## src/rtl/lq_pkg.sv

```systemverilog
package lq_pkg;
  // modulo-depth pointer arithmetic; depth need not be a power of two
  function automatic int unsigned ring_fwd(int unsigned p, int unsigned n, int unsigned depth);
    int unsigned s;
    s = p + n;
    return (s >= depth) ? s - depth : s;
  endfunction

  function automatic int unsigned ring_back(int unsigned p, int unsigned n, int unsigned depth);
    return (p >= n) ? p - n : p + depth - n;
  endfunction
endpackage

```

## src/rtl/lq_tag_store.sv

```systemverilog
module lq_tag_store #(
  parameter int DEPTH  = 8,
  parameter int SEQ_W  = 16,
  parameter int ADDR_W = 32,
  parameter int SQP_W  = 4,
  parameter int IDX_W  = 3
) (
  input  logic              clk,
  input  logic              rst_n,
  input  logic              wr_en,
  input  logic [IDX_W-1:0]  wr_idx,
  input  logic [SEQ_W-1:0]  wr_seq,
  input  logic [ADDR_W-1:0] wr_addr,
  input  logic [SQP_W-1:0]  wr_sqp,
  input  logic              commit_en,
  input  logic [SEQ_W-1:0]  commit_seq,
  input  logic              squash_en,
  input  logic [SEQ_W-1:0]  squash_seq,
  input  logic [IDX_W-1:0]  rd_idx,
  output logic [DEPTH-1:0]  pop_vec,
  output logic [DEPTH-1:0]  kill_vec,
  output logic              rd_valid,
  output logic [SEQ_W-1:0]  rd_seq,
  output logic [ADDR_W-1:0] rd_addr,
  output logic [SQP_W-1:0]  rd_sqp
);
  logic [DEPTH-1:0]  val_q;
  logic [SEQ_W-1:0]  seq_q  [DEPTH];
  logic [ADDR_W-1:0] addr_q [DEPTH];
  logic [SQP_W-1:0]  sqp_q  [DEPTH];

  // per-slot age compares: commit pops first, squash judges what is left
  for (genvar i = 0; i < DEPTH; i++) begin : g_cmp
    assign pop_vec[i]  = commit_en && val_q[i] && (seq_q[i] <= commit_seq);
    assign kill_vec[i] = squash_en && val_q[i] && !pop_vec[i] && (seq_q[i] > squash_seq);
  end

  always_ff @(posedge clk) begin
    if (!rst_n) begin
      val_q <= '0;
      for (int i = 0; i < DEPTH; i++) begin
        seq_q[i]  <= '0;
        addr_q[i] <= '0;
        sqp_q[i]  <= '0;
      end
    end else begin
      for (int i = 0; i < DEPTH; i++) begin
        if (pop_vec[i] || kill_vec[i]) begin
          val_q[i] <= 1'b0;
        end else if (wr_en && (wr_idx == IDX_W'(i))) begin
          val_q[i]  <= 1'b1;
          seq_q[i]  <= wr_seq;
          addr_q[i] <= wr_addr;
          sqp_q[i]  <= wr_sqp;
        end
      end
    end
  end

  always_comb begin
    rd_valid = 1'b0;
    rd_seq   = '0;
    rd_addr  = '0;
    rd_sqp   = '0;
    if (32'(rd_idx) < DEPTH) begin
      rd_valid = val_q[rd_idx];
      rd_seq   = seq_q[rd_idx];
      rd_addr  = addr_q[rd_idx];
      rd_sqp   = sqp_q[rd_idx];
    end
  end

  // a slot being filled must be free
  AST_WRITE_FREE_SLOT: assert property (@(posedge clk) disable iff (!rst_n)
    wr_en |-> !val_q[wr_idx]);
  // popped slots are gone next cycle
  AST_POP_CLEARS: assert property (@(posedge clk) disable iff (!rst_n)
    (commit_en && (pop_vec != '0)) |=> ((val_q & $past(pop_vec)) == '0));
endmodule

```

## src/rtl/lq_ptr_ctrl.sv

```systemverilog
module lq_ptr_ctrl
  import lq_pkg::*;
#(
  parameter int DEPTH = 8,
  parameter int IDX_W = 3,
  parameter int CNT_W = 4
) (
  input  logic             clk,
  input  logic             rst_n,
  input  logic [DEPTH-1:0] pop_vec,
  input  logic [DEPTH-1:0] kill_vec,
  input  logic             squash_en,
  input  logic             alloc_fire,
  output logic [IDX_W-1:0] head_q,
  output logic [IDX_W-1:0] tail_q,
  output logic [CNT_W-1:0] count_q
);
  logic [CNT_W-1:0] n_pop, n_kill;
  logic [IDX_W-1:0] head_d, tail_d;
  logic [CNT_W-1:0] count_d;

  always_comb begin
    n_pop  = CNT_W'($countones(pop_vec));
    n_kill = CNT_W'($countones(kill_vec));
    head_d = IDX_W'(ring_fwd(32'(head_q), 32'(n_pop), DEPTH));
    if (squash_en)
      tail_d = IDX_W'(ring_back(32'(tail_q), 32'(n_kill), DEPTH));
    else if (alloc_fire)
      tail_d = IDX_W'(ring_fwd(32'(tail_q), 1, DEPTH));
    else
      tail_d = tail_q;
    count_d = count_q - n_pop - n_kill + CNT_W'(alloc_fire && !squash_en);
  end

  always_ff @(posedge clk) begin
    if (!rst_n) begin
      head_q  <= '0;
      tail_q  <= '0;
      count_q <= '0;
    end else begin
      head_q  <= head_d;
      tail_q  <= tail_d;
      count_q <= count_d;
    end
  end

  AST_NO_OVERFLOW: assert property (@(posedge clk) disable iff (!rst_n)
    count_q <= CNT_W'(DEPTH - 1));
  AST_PTR_RANGE: assert property (@(posedge clk) disable iff (!rst_n)
    (32'(head_q) < DEPTH) && (32'(tail_q) < DEPTH));
  AST_RING_CONSISTENT: assert property (@(posedge clk) disable iff (!rst_n)
    32'(tail_q) == ring_fwd(32'(head_q), 32'(count_q), DEPTH));
  AST_COMMIT_MOVES_HEAD: assert property (@(posedge clk) disable iff (!rst_n)
    (pop_vec != '0) |=> (head_q != $past(head_q)));
endmodule

```

## src/rtl/lq_stall_track.sv

```systemverilog
module lq_stall_track #(
  parameter int DEPTH = 8,
  parameter int IDX_W = 3
) (
  input  logic             clk,
  input  logic             rst_n,
  input  logic [DEPTH-1:0] kill_vec,
  input  logic             stall_set,
  input  logic [IDX_W-1:0] stall_idx_in,
  input  logic             stall_release,
  output logic             stall_q,
  output logic [IDX_W-1:0] stall_idx_q
);
  logic kill_hit;

  assign kill_hit = stall_q && (32'(stall_idx_q) < DEPTH) && kill_vec[stall_idx_q];

  always_ff @(posedge clk) begin
    if (!rst_n) begin
      stall_q     <= 1'b0;
      stall_idx_q <= '0;
    end else if (kill_hit) begin
      stall_q     <= 1'b0;
    end else if (stall_set) begin
      stall_q     <= 1'b1;
      stall_idx_q <= stall_idx_in;
    end else if (stall_release) begin
      stall_q     <= 1'b0;
    end
  end

  AST_STALL_DROPPED: assert property (@(posedge clk) disable iff (!rst_n)
    (stall_q && (kill_vec != '0) && kill_vec[stall_idx_q]) |=> !stall_q);
endmodule

```

## src/rtl/lq_age_queue.sv

```systemverilog
module lq_age_queue #(
  parameter int DEPTH    = 8,
  parameter int SQ_DEPTH = 8,
  parameter int SEQ_W    = 16,
  parameter int ADDR_W   = 32,
  localparam int IDX_W    = (DEPTH > 1) ? $clog2(DEPTH) : 1,
  localparam int CNT_W    = $clog2(DEPTH + 1),
  localparam int SQ_IDX_W = (SQ_DEPTH > 1) ? $clog2(SQ_DEPTH) : 1,
  localparam int SQP_W    = SQ_IDX_W + 1,
  localparam int SQF_W    = $clog2(SQ_DEPTH + 1)
) (
  input  logic                clk,
  input  logic                rst_n,
  input  logic                alloc_valid,
  output logic                alloc_ready,
  input  logic [SEQ_W-1:0]    alloc_seq,
  input  logic [ADDR_W-1:0]   alloc_addr,
  output logic [IDX_W-1:0]    alloc_lq_idx,
  input  logic [SQ_IDX_W-1:0] sq_tail,
  input  logic                sq_empty,
  input  logic [SQF_W-1:0]    sq_free,
  input  logic                commit_en,
  input  logic [SEQ_W-1:0]    commit_seq,
  input  logic                squash_en,
  input  logic [SEQ_W-1:0]    squash_seq,
  input  logic                stall_set,
  input  logic [IDX_W-1:0]    stall_lq_idx,
  input  logic                stall_release,
  output logic                stalled,
  output logic [IDX_W-1:0]    stalled_idx,
  output logic [CNT_W-1:0]    lq_count,
  output logic [CNT_W-1:0]    free_count,
  output logic [IDX_W-1:0]    lq_head,
  output logic [IDX_W-1:0]    lq_tail,
  input  logic [IDX_W-1:0]    rd_idx,
  output logic                rd_valid,
  output logic [SEQ_W-1:0]    rd_seq,
  output logic [ADDR_W-1:0]   rd_addr,
  output logic [SQP_W-1:0]    rd_sq_pos
);
  logic [DEPTH-1:0] pop_vec, kill_vec;
  logic             alloc_fire;
  logic [SQP_W-1:0] sq_pos_tag;

  assign alloc_ready  = !squash_en && (lq_count < CNT_W'(DEPTH - 1));
  assign alloc_fire   = alloc_valid && alloc_ready;
  assign alloc_lq_idx = lq_tail;
  assign sq_pos_tag   = sq_empty ? {SQP_W{1'b1}} : {1'b0, sq_tail};

  lq_tag_store #(.DEPTH(DEPTH), .SEQ_W(SEQ_W), .ADDR_W(ADDR_W), .SQP_W(SQP_W), .IDX_W(IDX_W)) u_store (
    .clk(clk), .rst_n(rst_n),
    .wr_en(alloc_fire), .wr_idx(lq_tail), .wr_seq(alloc_seq), .wr_addr(alloc_addr), .wr_sqp(sq_pos_tag),
    .commit_en(commit_en), .commit_seq(commit_seq),
    .squash_en(squash_en), .squash_seq(squash_seq),
    .rd_idx(rd_idx), .pop_vec(pop_vec), .kill_vec(kill_vec),
    .rd_valid(rd_valid), .rd_seq(rd_seq), .rd_addr(rd_addr), .rd_sqp(rd_sq_pos)
  );

  lq_ptr_ctrl #(.DEPTH(DEPTH), .IDX_W(IDX_W), .CNT_W(CNT_W)) u_ptr (
    .clk(clk), .rst_n(rst_n), .pop_vec(pop_vec), .kill_vec(kill_vec),
    .squash_en(squash_en), .alloc_fire(alloc_fire),
    .head_q(lq_head), .tail_q(lq_tail), .count_q(lq_count)
  );

  lq_stall_track #(.DEPTH(DEPTH), .IDX_W(IDX_W)) u_stall (
    .clk(clk), .rst_n(rst_n), .kill_vec(kill_vec),
    .stall_set(stall_set), .stall_idx_in(stall_lq_idx), .stall_release(stall_release),
    .stall_q(stalled), .stall_idx_q(stalled_idx)
  );

  // dispatch room: tighter of the two queues, less the spare slot
  always_comb begin
    int lfree, m;
    lfree = DEPTH - 32'(lq_count);
    m = (lfree < 32'(sq_free)) ? lfree : 32'(sq_free);
    free_count = (m == 0) ? '0 : CNT_W'(m - 1);
  end

  AST_FREE_BOUND: assert property (@(posedge clk) disable iff (!rst_n)
    (32'(free_count) + 32'(lq_count)) <= DEPTH - 1);
  AST_SQUASH_BLOCKS_ALLOC: assert property (@(posedge clk) disable iff (!rst_n)
    (squash_en && alloc_valid && !commit_en) |=> (lq_count <= $past(lq_count)));
  AST_EMPTY_AFTER_RESET: assert property (@(posedge clk)
    !rst_n |=> (lq_count == '0) && !stalled);
endmodule

```

## config.mk

```make
export PLATFORM = sky130hd
export DESIGN_NAME = lq_age_queue
export DESIGN_NICKNAME = d
export VERILOG_FILES = /design/src/rtl/lq_pkg.sv /design/src/rtl/lq_tag_store.sv /design/src/rtl/lq_ptr_ctrl.sv /design/src/rtl/lq_stall_track.sv /design/src/rtl/lq_age_queue.sv
export SDC_FILE = /design/constraint.sdc
export NUM_CORES = 1
export LEC_CHECK = 0
export BUFFER_PORTS_ARGS = -buffer_cell sky130_fd_sc_hd__buf_2
export CAP_MARGIN = 20
export CORE_MARGIN = 4
export CORE_UTILIZATION = 57
export CTS_BUF_LIST = sky130_fd_sc_hd__clkbuf_4 sky130_fd_sc_hd__clkbuf_8
export DETAILED_ROUTE_END_ITERATION = 10
export GPL_TIMING_DRIVEN = 0
export PLACE_DENSITY = 0.89
export SYNTH_ARGS = -nofsm -noshare
export SYNTH_HDL_FRONTEND = slang
export SYNTH_HIERARCHICAL = 1
export SYNTH_SLANG_ARGS = --single-unit
```

## constraint.sdc

```tcl
create_clock -name clk -period 6.3 [get_ports clk]
set_clock_uncertainty 0.15 [all_clocks]
set_input_delay 0 -clock clk [delete_from_list [all_inputs] [get_ports clk]]
set_output_delay 0 -clock clk [all_outputs]
set_load 0.01 [all_outputs]
```

======== After elaboration in Yosys (flattened, before gate mapping) ========
Memory sizes are Yosys's and may differ from the RTL's.
Cells that the tools add are included.
word-level totals
  ROM bits ................................ 0
  memories kept ........................... 3
  RAM bits ................................ 416
  logic and storage cells ................. 252
  bits in latches ......................... 0
  register bits ........................... 22
  bits of input ports ..................... 101
memories
  name            depth  width  read ports  clocked after Yosys merged registers in  write ports  RTL line            RTL
  u_store.addr_q  8      32     1           0                                        8            lq_tag_store.sv:29  logic [ADDR_W-1:0] addr_q [DEPTH];
  u_store.seq_q   8      16     9           0                                        8            lq_tag_store.sv:28  logic [SEQ_W-1:0] seq_q [DEPTH];
  u_store.sqp_q   8      4      1           0                                        8            lq_tag_store.sv:30  logic [SQP_W-1:0] sqp_q [DEPTH];
cells by class
  mux-type cells .......................... 71
  reduce and logical (&&, ||, !) cells .... 83
  bitwise operators ....................... 26
  $lt $le $gt $ge ......................... 23
  divide/modulo/power cells ............... 0
  shift operators ......................... 0
  equality and inequality tests ........... 7
  multiply operators ...................... 0
  add/subtract/negate cells ............... 26
operators with widths
  operator                                                                       count
  32-bit 2-to-1 mux                                                              9
  16-bit greater-than comparator                                                 8
  16-bit <= comparator                                                           8
  16-bit 2-to-1 mux                                                              8
  1-bit logical AND                                                              52
  4-bit 2-to-1 mux                                                               10
  1-bit 2-to-1 mux                                                               37
  32-bit zero test                                                               1
  32-bit by 4-bit less-than comparator with 1-bit output                         1
  4-bit adder                                                                    6
  1-bit OR                                                                       24
  2-bit OR reduction                                                             9
  1-bit by 1-bit adder with 2-bit output                                         8
  3-bit 2-to-1 mux                                                               5
  3-bit equality test (second input constant)                                    4
  1-bit zero test                                                                9
  1-bit logical OR                                                               8
  3-bit by 4-bit less-than comparator with 1-bit output (second input constant)  2
  4-bit subtractor                                                               2
  1-bit binary-select mux with 3-bit select                                      2
  3-bit by 2-bit equality test with 1-bit output (second input constant)         2
  3-bit by 1-bit subtractor with 3-bit output (second input constant)            2
  3-bit subtractor                                                               2
  3-bit by 4-bit adder with 5-bit output                                         1
  14 further kinds                                                               16

======== Logic depth before layout (Yosys ltp) ========
Gate-level depths: netlist (run 1).
An unclocked memory read counts as a cell.
  depth in word-level cells ............... 12
  mapped depth ............................ 27
  depth with buffers taken out ............ 27

======== By module ========
Netlist (run 1), hierarchy kept.
modules (own cells, without submodules)
  module          seq. area each (um^2)  instances  area each (um^2)  cells each
  lq_tag_store    12652.1                1          24083.1           1830
  lq_ptr_ctrl     200.2                  1          1038.5            107
  lq_age_queue    0.0                    1          397.9             52
  lq_stall_track  80.1                   1          292.8             34

======== Worst setup path before layout (run 1) ========
No wires, ideal clock.
  path type ............................... register -> register
  start ................................... memory u_store.seq_q[3][14]
  end ..................................... register u_ptr.count_q[3]
  data required time ...................... 6078 ps
  arrival time ............................ 6066 ps
  period minus slack after synthesis ...... 6288 ps
  slack ................................... 12 ps
  stages on the path, launching flop included .. 26
  path through ............................ edfxtp_1 -> ha_1 -> nand4_1 -> or2_1 -> a211o_1 -> a21oi_2 -> nor2b_1 -> inv_1 -> fa_1 -> fa_1 -> fa_1 -> inv_1 -> ha_1 -> inv_1 -> fa_1 -> inv_1 -> ha_1 -> inv_1 -> fa_1 -> ha_1 -> inv_1 -> fa_1 -> xnor2_1 -> xnor2_1 -> xnor2_1 -> mux2i_1
RTL lines
  element               RTL line            RTL
  start, declared       lq_tag_store.sv:28
  end signal, assigned  lq_ptr_ctrl.sv:43   count_q <= count_d;
  end, declared         lq_ptr_ctrl.sv:16   output logic [CNT_W-1:0] count_q

==> summary.md, run 1 <==
| Metric | Value |
|---|---|
| Status | finished, violations left |
| Failing checks | setup timing |
| Mapped Area | 25800 um2 |
| Hold Startpoint | rst_n |
| Core ar. | 44500 um2 |
| Pins Over Slew Limit | 0 |
| Leak | 12.6 nW |
| Crit end category | register |
| Setup crit start kind | register |
| Clock Path Buffers | 3 |
| Routed via count | 20200 |
| Max Clk Rate | 0.149 GHz |
| Clk_lat worst skew | 0.69 ns |
| Dpl ws | -1.48 ns |
| Crit Path Category | register to register |
| Filler cells | 2898 |
| Ys flop type | edfxtp_1 |
| Drt wl/cell | 29.3 um |
| Antenna violations before repair | 2 |
| Root buf cell | clkbuf_8 |
| Antenna-violating nets left | 0 |
| DR iter-0 viols | 2825 |
| DRC errors left | 0 |
| Port Buffer Count | 171 |
| Min-Delay Endpoint | u_ptr/tail_q[2] |
| Pwr per Cell Area | 249 nW/um2 |
| Drt via density | 6.65 |
| FF-to-FF path depth | 26 |
| Clk sinks | 438 |
| Top Ports | 176 |
| Final instance area | 30500 um2 |
| CTS Buf Count | 73 |
| Power Total | 0.00758 W |
| Final GP Congestion | 1.04 |
| GRT met1 Usage | 0.440 |
| Hold Crit Class | input port to register |
| DP Wirelength | 60000 um |
| Peak supply drop | 281 uV |
| Row count | 77 |
| Yosys reg bits | 438 |
| Largest net degree at the start of global routing | 53 |
| Final net count | 2776 |
| Met3 GRT Util | 0.0793 |
| Drt total wl | 88700 um |
| Worst-path clk slew | 0.06 ns |
| GR peak layer | met2 |
| Area added between synthesis and finish | 18.1% |
| First-pass GRT wire length | 130000 um |
| Worst EP required | 6.77 ns |
| Number of global-route vias before repair | 20700 |
| Final hold violations | 0 |
| Die area | 48800 um2 |
| Worst R2R Start | u_store/seq_q[1][14] |
| Proportion of layout cells with a drive suffix above 1 | 0.270 |
| RR Endpoint | u_ptr/count_q[3] |
| Setup WS post-layout | -0.390 ns |
| H-tree levels | 3 |
| Mapped Nets | 2414 |
| Post-layout util | 0.685 |
| Worst reg-to-reg setup slack | -0.39 ns |
| Final setup viols | 1 |
| Placed cell area | 27700 um2 |
| Maxcap violations | 0 |
| Seq/Total Area, Yosys | 0.501 |
| Die width | 221 um |
| Critical Path Start | u_store/seq_q[1][14] |
| Crit path time final | 6.69 ns |
| CP Max Fanout | 3 |
| Crit path DAT | 7.16 ns |
| Mapped Cells | 2023 |
| Yosys warns | 6 |
| CTS tree | yes |
| RSZ-0062 raised after global routing | yes |
| Synth cell types | 67 |
| Ys async rst share | 0 |
| Congestion Overflow GR | 0 |
| Initial core utilization | 0.580 |
| Worst-Margin Slew | 1.21 ns |
| DIE HEIGHT | 221 um |
| Hold depth | 4 |
| TritonRoute pass-1 iters | 6 |
| M2 GR Usage | 0.569 |
| Post-synth EDFFs | 416 |
| Mean Syn Cell Area | 12.8 um2 |
| Max-slew headroom | 0.197 |
| Crit share post-route | 1.06 |
| Tot GR Track Use | 0.356 |
-- layer usage --
| layer | wire (um) | share of wire |
|---|---|---|
| met5 | 13 | 0.00015 |
| met4 | 6590 | 0.074 |
| met3 | 10500 | 0.12 |
| met2 | 41300 | 0.47 |
| met1 | 30400 | 0.34 |
-- layout make-up --
cell class | instances | area [um2] | share of cell area
inverter | 133 | 499 | 0.0164
clock inverter | 27 | 208 | 0.00682
antenna | 2 | 5.00 | 0.000164
timing repair buffer | 287 | 2070 | 0.0680
tap | 592 | 741 | 0.0243
buffer | 81 | 572 | 0.0188
sequential | 438 | 12900 | 0.424
clock buffer | 101 | 1230 | 0.0403
multi-input combinational | 1371 | 12200 | 0.401
-- registers in the layout, indices dropped and copies added, names as in the netlist --
register and flops:
u_ptr/count_q 4, u_ptr/head_q 3, u_ptr/tail_q 3, u_stall/stall_idx_q 3, u_stall/stall_q 1, u_store/addr_q 256, u_store/seq_q 128, u_store/sqp_q 32
u_store/val_q 8
-- per-stage QoR --
step                cells  TNS (ns)  hold WS, ns
floorplan            2023         0      -0.0951
global placement     2786   -470.12        0.127
detailed placement   2795     -3.47        0.136
CTS                  3015    -0.383       0.0449
global route         3031    -0.644        0.118
finish               3032    -0.390       0.0787
-- where the power goes --
group          internal, W  switching (W)  total [W]
combinational     0.000625       0.000866    0.00149
clock              0.00136        0.00122    0.00258
sequential         0.00339       0.000130    0.00352
total              0.00537        0.00222    0.00758
-- Yosys cell counts, types with 10 or more instances --
cell type | instances | area share
edfxtp_1 | 416 | 0.48
buf_2 | 15 | 0.0029
nor3_2 | 31 | 0.012
nor4_1 | 10 | 0.0024
nand3_1 | 33 | 0.0064
inv_1 | 133 | 0.019
fa_1 | 13 | 0.010
dfxtp_1 | 22 | 0.017
nor3_1 | 31 | 0.0060
o21ai_0 | 24 | 0.0047
mux2_2 | 53 | 0.023
nand2_1 | 132 | 0.019
o211ai_1 | 18 | 0.0052
clkbuf_1 | 24 | 0.0035
nor2_1 | 286 | 0.042
buf_6 | 26 | 0.011
a21oi_1 | 98 | 0.019
nand4_1 | 61 | 0.015
nor2b_1 | 18 | 0.0044
a21o_1 | 24 | 0.0070
a21boi_0 | 10 | 0.0029
buf_4 | 13 | 0.0038
mux4_2 | 107 | 0.093
ha_1 | 277 | 0.13
-- worst max-delay path by stage --
stage / to / slack [ns] / cells after the start
floorplan: u_ptr/count_q[3] / 0.01 / 25
global placement: u_store/addr_q[7][12] / -5.01 / 7
detailed placement: u_ptr/count_q[3] / -1.48 / 26
CTS: u_ptr/count_q[3] / -0.38 / 26
global route: u_ptr/count_q[3] / -0.56 / 27
finish: u_ptr/count_q[3] / -0.39 / 26
-- placed cells by master (no fill, tap or decap), types with 46 or more instances in the layout --
cell and instances:
edfxtp_1 416, nor2_1 284, ha_1 269, buf_2 186
inv_1 127, nand2_1 124, mux4_2 107, a21oi_1 97
clkbuf_8 75, dlygate4sd3_1 72, nand4_1 61, mux2_2 53
buf_4 46
-- cells by family after synthesis --
logic type / synth area share
mux: 0.120
simple gates: 0.128
flops: 0.501
fa+ha+maj: 0.144
buf+inv: 0.0415
xor+xnor: 0.00470
compound gates: 0.0605
-- what timing repair did --
action / 4_1_cts / 5_1_grt
hold buffers: 73 / 0
pin swaps: 28 / 20
setup buffers: 19 / 15
endpoints found under the hold margin: 438 / 0
resized for setup: 46 / 19
setup endpoints to repair: 5 / 3
-- worst max-delay path, stage by stage, from the launching register on --
cell and delay (ns):
edfxtp_1 0.48, ha_1 0.37, nand4_1 0.19, nor3_4 0.34
a21boi_4 0.31, or4_4 0.21, nand2_4 0.08, nor2_4 0.14
inv_2 0.06, fa_1 0.57, fa_1 0.43, fa_1 0.43
inv_1 0.08, ha_2 0.19, inv_2 0.04, fa_1 0.51
inv_2 0.05, ha_4 0.26, inv_2 0.03, fa_1 0.50
ha_2 0.17, inv_2 0.04, fa_2 0.34, xnor2_2 0.15
xnor2_2 0.15, xnor2_1 0.18, mux2i_1 0.19
Power figures use the tool's default switching activity.
==> run 2, diff against run 1 <==
--- a/config.mk
+++ b/config.mk
@@ -7,7 +7,7 @@
 export LEC_CHECK = 0
 export BUFFER_PORTS_ARGS = -buffer_cell sky130_fd_sc_hd__buf_2
 export CAP_MARGIN = 20
-export CORE_MARGIN = 4
+export CORE_MARGIN = 5
 export CORE_UTILIZATION = 57
 export CTS_BUF_LIST = sky130_fd_sc_hd__clkbuf_4 sky130_fd_sc_hd__clkbuf_8
 export DETAILED_ROUTE_END_ITERATION = 10
==> run 2 against run 1 <==
The flow still finishes with violations (setup timing); routed wire length fell by 2.4%; clock power hardly changed; critical endpoint unchanged; critical path depth unchanged.
==> summary.md, run 2 (synthesis results as in run 1) <==
| Metric | Value |
|---|---|
| Status | finished, violations left (unchanged) |
| Failing checks | setup timing (unchanged) |
| Number of global-route vias before repair | 20900 (was 20700) |
| Initial core utilization | 0.572 (was 0.580) |
| Peak supply drop | 294 uV (was 281 uV) |
| Final net count | 2767 (was 2776) |
| Largest net degree at the start of global routing | 53 (unchanged) |
| DIE HEIGHT | 223 um (was 221 um) |
| CTS tree | yes (unchanged) |
| Worst-Margin Slew | 1.13 ns (was 1.21 ns) |
| Switch share | 0.296 (was 0.292) |
| WP buf/inv | 7 (was 6) |
| DP Wirelength | 58600 um (was 60000 um) |
| Routed via count | 20400 (was 20200) |
| Top Family by Delay on Critical Path | adder cells (unchanged) |
| Top Ports | 176 (unchanged) |
| Logic gate share of total power | 0.195 (was 0.197) |
| Commonest non-fill, non-tap cell in the layout | edfxtp_1 (unchanged) |
| Metal3 WL | 10200 um (was 10500 um) |
| Hold depth | 4 (unchanged) |
| Wire length on met2 | 41000 um (was 41300 um) |
| Commonest non-fill, non-tap cells in the layout | 416 x edfxtp_1, 284 x nor2_1, 268 x ha_1, 186 x buf_2, 126 x inv_1 (was 416 x edfxtp_1, 284 x nor2_1, 269 x ha_1, 186 x buf_2, 127 x inv_1) |
| Tot GR Track Use | 0.340 (was 0.356) |
| Max-slew headroom | 0.246 (was 0.197) |
| Drt wl/cell | 28.5 um (was 29.3 um) |
| DRC errors left | 0 (unchanged) |
| Antenna violations before repair | 1 (was 2) |
| Worst EP required | 6.73 ns (was 6.77 ns) |
| Filler cells | 2955 (was 2898) |
| Hold Crit Class | input port to register (unchanged) |
| Maxcap violations | 0 (unchanged) |
| Congestion Overflow GR | 0 (unchanged) |
| Final hold violations | 0 (unchanged) |
| Final GP Congestion | 0.961 (was 1.04) |
| Placed cells | 2802 (was 2795) |
| Crit path max-delay cell type | fa_1 (unchanged) |
| Drt via density | 6.72 (was 6.65) |
| Setup WS post-layout | -0.424 ns (was -0.390 ns) |
| CTS Buf Count | 75 (was 73) |
| Port Buffer Count | 171 (unchanged) |
| Clk sinks | 438 (unchanged) |
| CP Max Fanout | 3 (unchanged) |
| Proportion of layout cells with a drive suffix above 1 | 0.266 (was 0.270) |
| Crit end category | register (unchanged) |
| First-pass GRT wire length | 127000 um (was 130000 um) |
| Max reg flops | 256 (unchanged) |
| TritonRoute pass-1 iters | 7 (was 6) |
| Flop pwr share | 0.464 (about the same) |
| Worst reg-to-reg setup slack | -0.42 ns (was -0.39 ns) |
| Area added between synthesis and finish | 17.4% (was 18.1%) |
| N_diodes | 0 (was 2) |
| Largest Register | u_store/addr_q (unchanged) |
| Non-Filler Instances | 3034 (was 3032) |
| Antenna-violating nets left | 0 (unchanged) |
| Crit share post-route | 1.07 (was 1.06) |
| Pwr per Cell Area | 250 nW/um2 (was 249 nW/um2) |
| Die width | 223 um (was 221 um) |
| Setup crit start kind | register (unchanged) |
| Final instance area | 30300 um2 (was 30500 um2) |
| Pins Over Slew Limit | 0 (unchanged) |
| H-tree levels | 3 (unchanged) |
| Die area | 49600 um2 (was 48800 um2) |
| Clk_lat worst skew | 0.67 ns (was 0.69 ns) |
| Final setup viols | 1 (unchanged) |
| Leak | 12.5 nW (was 12.6 nW) |
| FF-to-FF path depth | 26 (unchanged) |
| Clock Power Share | 0.341 (was 0.340) |
| Core ar. | 45100 um2 (was 44500 um2) |
| Dpl ws | -1.27 ns (was -1.48 ns) |
| Crit Path Category | register to register (unchanged) |
| Internal | 0.00533 W (was 0.00537 W) |
| Psw | 0.00224 W (was 0.00222 W) |
| Top Registers | u_store/addr_q: 256 flops, u_store/seq_q: 128 flops, u_store/sqp_q: 32 flops (unchanged) |
| DR iter-0 viols | 2756 (was 2825) |
| CP max stage delay | 0.56 ns (was 0.57 ns) |
| Root buf cell | clkbuf_8 (unchanged) |
| Max layer used | met5 (unchanged) |
| Clock Path Buffers | 3 (unchanged) |
| Metal-1 WL | 28300 um (was 30400 um) |
| Row count | 78 (was 77) |
| Drt total wl | 86600 um (was 88700 um) |
| Placed cell area | 27700 um2 (about the same) |
| RSZ-0062 raised after global routing | yes (unchanged) |
| Worst-path clk slew | 0.06 ns (about the same) |
| Crit path DAT | 7.15 ns (was 7.16 ns) |
| Crit path time final | 6.72 ns (was 6.69 ns) |
| Power Total | 0.00756 W (was 0.00758 W) |
| Max Clk Rate | 0.149 GHz (about the same) |
| Critical path depth in cells | 26 (unchanged) |
## run 2: repair_timing
action / 4_1_cts / 5_1_grt
endpoints found under the setup margin: 4 / 3
buffers inserted: 22 / 5
pin swaps: 31 / 22
resized for setup: 55 / 3
hold endpoints to repair: 436 / 0
hold buffers: 69 / 0
## run 2: worst paths after layout
| kind | startpoint | to |
|---|---|---|
| setup / recovery | u_store/seq_q[3][14] | u_ptr/count_q[3] |
| hold / removal | rst_n | u_ptr/tail_q[2] |
| setup reg to reg | u_store/seq_q[3][14] | u_ptr/count_q[3] |
| hold reg to reg | u_ptr/tail_q[2] | u_ptr/tail_q[2] |
## run 2: through the flow
step                hold slack (ns)  utilization  TNS (ns)
floorplan                   -0.0951            -         0
global placement              0.132        0.608   -385.17
detailed placement            0.152        0.613     -2.57
CTS                           0.115        0.670    -0.473
global route                  0.120        0.672    -0.793
finish                        0.119        0.672    -0.424
## run 2: final cells by class
| class | instances | area [um2] | area share |
|---|---|---|---|
| Buffer | 81 | 572 | 0.0189 |
| Clock buffer | 98 | 1230 | 0.0406 |
| Clock inverter | 37 | 219 | 0.00722 |
| Inverter | 133 | 499 | 0.0165 |
| Multi-Input combinational cell | 1371 | 12200 | 0.401 |
| Sequential cell | 438 | 12900 | 0.427 |
| Tap cell | 600 | 751 | 0.0248 |
| Timing Repair Buffer | 276 | 1940 | 0.0641 |
## run 2: tightest hold or removal path: stages
cell and delay [ns]:
dlygate4sd3_1 0.54, buf_2 0.18, nand2b_1 0.08, mux2i_1 0.07
## run 2: power by group through the flow
stage | Combinational, W | Sequential [W] | Clock [W]
after floorplan | 0.000887 | 0.00351 | 0
after global placement | 0.00126 | 0.00355 | 0
after detailed placement | 0.00135 | 0.00356 | 0
after CTS | 0.00142 | 0.00350 | 0.00255
after global routing | 0.00157 | 0.00352 | 0.00273
final | 0.00148 | 0.00351 | 0.00258
## run 2: metal layers
metal,GRT usage,vias to the layer above
met2,0.557,1792
met4,0.215,2
met3,0.0853,458
met1,0.403,9763
met5,0,-
li1,-,8369
